<file path="config.mk">
export PLATFORM = sky130hd
export DESIGN_NAME = sclkgen
export DESIGN_NICKNAME = d
export VERILOG_FILES = /design/src/rtl/sclkgen_pkg.sv /design/src/rtl/sclkgen_halfcnt.sv /design/src/rtl/sclkgen_cellseq.sv /design/src/rtl/sclkgen_drive.sv /design/src/rtl/sclkgen.sv
export SDC_FILE = /design/constraint.sdc
export NUM_CORES = 1
export LEC_CHECK = 0
export ABC_AREA = 1
export BUFFER_PORTS_ARGS = -buffer_cell sky130_fd_sc_hd__clkbuf_2
export CORE_MARGIN = 8
export CORE_UTILIZATION = 48
export DETAILED_ROUTE_END_ITERATION = 6
export PLACE_DENSITY = 0.78
export SYNTH_ARGS = -nofsm -noshare
export SYNTH_HDL_FRONTEND = slang
export SYNTH_SLANG_ARGS = --single-unit
export TNS_END_PERCENT = 10
</file>
<file path="constraint.sdc">
create_clock -name clk -period 2.8 [get_ports clk]
set_clock_uncertainty 0.2 [all_clocks]
set_input_delay 0 -clock clk [delete_from_list [all_inputs] [get_ports clk]]
set_output_delay 0 -clock clk [all_outputs]
set_load 0.01 [all_outputs]
</file>
<file path="src/rtl/sclkgen_pkg.sv">
package sclkgen_pkg;

  typedef enum logic {
    HALF_A = 1'b0,
    HALF_B = 1'b1
  } half_e;

  typedef struct packed {
    logic  act;
    half_e half;
    logic  sup;
  } cell_st_t;

endpackage

</file>
<file path="src/rtl/sclkgen_halfcnt.sv">
module sclkgen_halfcnt #(
  parameter int unsigned LEN_W = 6
) (
  input  logic             clk,
  input  logic             rst,
  input  logic             clear,
  input  logic             run,
  input  logic [LEN_W-1:0] len,
  output logic             done
);

  logic [LEN_W-1:0] cnt_q;

  assign done = run && (cnt_q == (len - LEN_W'(1)));

  always_ff @(posedge clk) begin
    if (rst || clear) begin
      cnt_q <= '0;
    end else if (run) begin
      if (done) cnt_q <= '0;
      else      cnt_q <= cnt_q + LEN_W'(1);
    end
  end

endmodule

</file>
<file path="src/rtl/sclkgen_cellseq.sv">
module sclkgen_cellseq
  import sclkgen_pkg::*;
#(
  parameter int unsigned DIV_W = 5,
  localparam int unsigned LEN_W = DIV_W + 1
) (
  input  logic             clk,
  input  logic             rst,
  input  logic             en,
  input  logic             stb,
  input  logic             last,
  input  logic             lbcp,
  input  logic [DIV_W-1:0] div,
  input  logic             half_done,
  output cell_st_t         st_q,
  output cell_st_t         st_n,
  output logic [LEN_W-1:0] hlen_q
);

  logic [LEN_W-1:0] hlen_n;
  logic [LEN_W-1:0] hlen_new;

  // a zero divider behaves like one; half-cell length is that plus one
  assign hlen_new = (div == '0) ? LEN_W'(2) : (LEN_W'(div) + LEN_W'(1));

  always_comb begin
    st_n   = st_q;
    hlen_n = hlen_q;
    if (!en) begin
      st_n.act  = 1'b0;
      st_n.half = HALF_A;
      st_n.sup  = 1'b0;
    end else if (stb) begin
      st_n.act  = 1'b1;
      st_n.half = HALF_A;
      st_n.sup  = last & ~lbcp;
      hlen_n    = hlen_new;
    end else if (st_q.act && half_done) begin
      if (st_q.half == HALF_B) begin
        st_n.act  = 1'b0;
        st_n.half = HALF_A;
        st_n.sup  = 1'b0;
      end else begin
        st_n.half = HALF_B;
      end
    end
  end

  always_ff @(posedge clk) begin
    if (rst) begin
      st_q.act  <= 1'b0;
      st_q.half <= HALF_A;
      st_q.sup  <= 1'b0;
      hlen_q    <= LEN_W'(2);
    end else begin
      st_q   <= st_n;
      hlen_q <= hlen_n;
    end
  end

endmodule

</file>
<file path="src/rtl/sclkgen_drive.sv">
module sclkgen_drive
  import sclkgen_pkg::*;
(
  input  logic     clk,
  input  logic     rst,
  input  logic     cpol,
  input  logic     cpha,
  input  cell_st_t st_n,
  output logic     pin_q
);

  logic pulse_on;

  assign pulse_on = st_n.act && !st_n.sup && ((st_n.half == HALF_B) ^ cpha);

  always_ff @(posedge clk) begin
    if (rst) pin_q <= cpol;
    else     pin_q <= pulse_on ? ~cpol : cpol;
  end

endmodule

</file>
<file path="src/rtl/sclkgen.sv">
module sclkgen
  import sclkgen_pkg::*;
#(
  parameter int unsigned DIV_W = 5
) (
  input  logic             clk,
  input  logic             rst,
  input  logic             sync_en,
  input  logic             idle_hi,
  input  logic             late_edge,
  input  logic             last_pulse_en,
  input  logic [DIV_W-1:0] div_sel,
  input  logic             bit_stb,
  input  logic             bit_last,
  output logic             sclk_o
);

  localparam int unsigned LEN_W = DIV_W + 1;

  cell_st_t         st_q;
  cell_st_t         st_n;
  logic [LEN_W-1:0] hlen_q;
  logic             half_done;
  logic             cnt_clear;
  logic             cell_act;
  logic             cell_sup;
  half_e            cell_half;

  assign cnt_clear = !sync_en || bit_stb;
  assign cell_act  = st_q.act;
  assign cell_sup  = st_q.sup;
  assign cell_half = st_q.half;

  sclkgen_halfcnt #(.LEN_W(LEN_W)) u_halfcnt (
    .clk   (clk),
    .rst   (rst),
    .clear (cnt_clear),
    .run   (cell_act),
    .len   (hlen_q),
    .done  (half_done)
  );

  sclkgen_cellseq #(.DIV_W(DIV_W)) u_cellseq (
    .clk       (clk),
    .rst       (rst),
    .en        (sync_en),
    .stb       (bit_stb),
    .last      (bit_last),
    .lbcp      (last_pulse_en),
    .div       (div_sel),
    .half_done (half_done),
    .st_q      (st_q),
    .st_n      (st_n),
    .hlen_q    (hlen_q)
  );

  sclkgen_drive u_drive (
    .clk   (clk),
    .rst   (rst),
    .cpol  (idle_hi),
    .cpha  (late_edge),
    .st_n  (st_n),
    .pin_q (sclk_o)
  );

endmodule

</file>
==> run metrics <==
run status=finished, final reports clean; fin area=1390 um2; worst flop-to-flop path startpoint=u_cellseq.hlen_q[1]$_SDFFE_PP1P_; Slew Limit Fails=0; Peak VDD IR=0.303 mV; placed inst area=1110 um2; share of layout cells above drive strength 1=between 10% and 20%; crit-path cells=inv_1 -> ha_1 -> inv_1 -> nand2_1 -> nand2_1 -> nor2_1 -> nand3_1 -> nor2_4 -> nand4_4 -> nand2_2 -> buf_4 -> a21oi_1 -> dlygate4sd3_1; Worst Path Required=~2800 ps; worst slew pin tran=approximately 330 ps; Final Hold Fails=0; io pins=14; Ys Warns=0; Fillers=143; f_max=0.388 GHz; drt initial violations=37; clock period minus worst slack=roughly 2600 ps; Worst R2R Setup Slack=~220 ps; Net Switching=137 uW; hold worst-path end=u_drive.pin_q$_DFF_P_; DRC viols=0; Seq pwr share=49.1%; area delta synth->final=36.2%; hold path startpoint=last_pulse_en; # rows=16; Crit path largest cell delay=550 ps; worst r2r path cells=13; power density over cell area=around 360 nW/um2; Setup TNS=0 ps; final setup fails=0; drt via density=between 5 and 6; clk buf depth=2; Core Region=1980 um2; CP max FO=3; # diodes=0; Die Width=62.0 um; syn nets=179; DP HPWL=1730 um; number of global-route vias before repair=1103; max cap viols=0; most common cell after layout, fill and taps aside=nand2_1; CP Capture Type=flip-flop; CTS clock-pin slew for the worst setup and hold paths=100 ps; TritonCTS buffer count=3; internal power=356 uW; clk sinks=16; routed wire length=approximately 2700 um; H-tree depth=1; unrepaired setup endpoints after global routing=false; Clk pwr share=31.2%; FF-to-FF End=u_cellseq.st_q[0]$_SDFF_PP0_; sequential area share after synthesis=31.5%; die height=just over 60 um; largest net degree at the start of global routing=10; Pleak=roughly 0.00068 uW; Post-Syn Area=slightly above 1000 um2; CP startpoint kind=flip-flop; Setup WS pre-CTS=659 ps; port bufs=13; gr usage total=15.0%; drt pass-1 iters=4; Post-Syn Area per Cell=6.28 um2; initial antenna violation count=0; worst skew pair latency=290 ps; global route overflow=0; Comb power frac=roughly a fifth; CTS tree=built; Crit-path slowest cell=dlygate4sd3_1; final worst slack=around 220 ps; Gate Count Post-Synth=162; die area=3850 um2; period utilization=92.0%; Crit Path Category=flip-flop to flip-flop; drt wl/cell=12.2 um; HP Class=primary input to flip-flop; Cell variety after synth=23; number of synthesized register bits=16; gpl congestion=0.874; clk root buf=clkbuf_4; Switching Share=27.7%; most frequent cells in the layout=nand2_1 (47), inv_1 (24), nor2_1 (21); number of routed nets with antenna violations=0; starting density of the core=51.3%; Worst slew margin=77.7%; hold depth=8; Worst EP arrival=2560 ps; Final nets=between 200 and 250; DR vias=between 1000 and 1500; first-pass GRT wire length=4430 um
metrics by stage:
step | hold WS (ps) | power [uW] | instances | utilization [%]
5_1_grt | 183 | 509 | 225 | 69.9
4_1_cts | 91.0 | 483 | 224 | 67.8
3_3_place_gp | 74.5 | 313 | 200 | 55.9
6_report | 125 | 493 | 225 | 69.9
3_5_place_dp | 89.9 | 316 | 200 | 55.9
2_1_floorplan | -42.2 | 294 | 162 | -
sequential cells by signal, indices dropped and copies added, names as in the netlist:
register          count
u_cellseq.hlen_q      6
u_halfcnt.cnt_q       6
u_cellseq.st_q        3
u_drive.pin_q         1
critical path, delay by kind of cell (launching register included):
kind                       cells  cell delay, ps
AOI/OAI and AO/OA              1              50
adders and majority gates      1             300
buffers and inverters          4             780
DFF                            1             370
and+or+nand+nor                7             780
layer usage:
metal	track usage, %	share of wire [%]
met5	0	0
met4	5.84	4.3
met3	3.09	5.5
met2	26.0	49
met1	17.4	41
logic make-up after synthesis:
| group | synth area share (%) |
|---|---|
| and+or+nand+nor | 42.1 |
| xor gates and xnor gates | 5.17 |
| buffers and inverters | 10.8 |
| adders and majority gates | 4.92 |
| DFF | 31.5 |
| AOI/OAI and AO/OA | 5.54 |
synthesized netlist by cell type:
cell type	n	share of area [%]
ha_1	4	4.9
nand3b_1	1	0.74
nand4_1	2	1.2
nor2_2	2	1.2
buf_2	1	0.49
a21oi_1	8	3.9
nor3_1	3	1.5
nand4_2	1	1.2
nand2_2	3	1.8
nor3b_1	1	0.74
o22ai_1	1	0.62
xor2_1	6	5.2
nor2_1	21	7.7
and3_1	1	0.62
dfxtp_1	16	31
nand3_1	11	5.4
nand3_2	1	0.98
nand2_1	48	18
clkbuf_1	1	0.37
o21ai_0	2	0.98
inv_1	24	8.9
nor2_4	1	1.1
inv_2	3	1.1
worst max path at each step:
| stage | start | to | slack (ps) | cells after the start |
|---|---|---|---|---|
| floorplan | u_cellseq.hlen_q[0]$_SDFFE_PP0P_ | u_drive.pin_q$_DFF_P_ | 850 | 15 |
| global placement | u_cellseq.hlen_q[0]$_SDFFE_PP0P_ | u_drive.pin_q$_DFF_P_ | 750 | 15 |
| detailed placement | u_cellseq.hlen_q[0]$_SDFFE_PP0P_ | u_drive.pin_q$_DFF_P_ | 660 | 15 |
| CTS | u_cellseq.hlen_q[0]$_SDFFE_PP0P_ | u_drive.pin_q$_DFF_P_ | 130 | 17 |
| global route | u_cellseq.hlen_q[1]$_SDFFE_PP1P_ | u_cellseq.st_q[0]$_SDFF_PP0_ | 110 | 13 |
| finish | u_cellseq.hlen_q[1]$_SDFFE_PP1P_ | u_cellseq.st_q[0]$_SDFF_PP0_ | 220 | 13 |
power by group through the flow:
stage	sequential (uW)	clock [uW]	combinational [uW]
finish	242	154	97.2
global route	243	158	109
CTS	242	152	89.2
detailed placement	247	0	69.4
global placement	247	0	66.7
floorplan	244	0	49.6
final cells by class:
type / instances / area [um2] / share of cell area, %
Tap cell: 27 / 33.8 / 2.44
Timing Repair Buffer: 34 / 270 / 19.5
Sequential cell: 16 / 325 / 23.5
Clock buffer: 4 / 36.3 / 2.62
Inverter: 27 / 101 / 7.32
Multi-Input combinational cell: 117 / 618 / 44.6
repair_timing:
action                                 CTS  global route
endpoints found under the hold margin   15             0
setup endpoints to repair                0             1
hold buffers                            20             0
setup buffers                            0             2
resized for setup                        0             9
(Power assumes the default switching activity.)
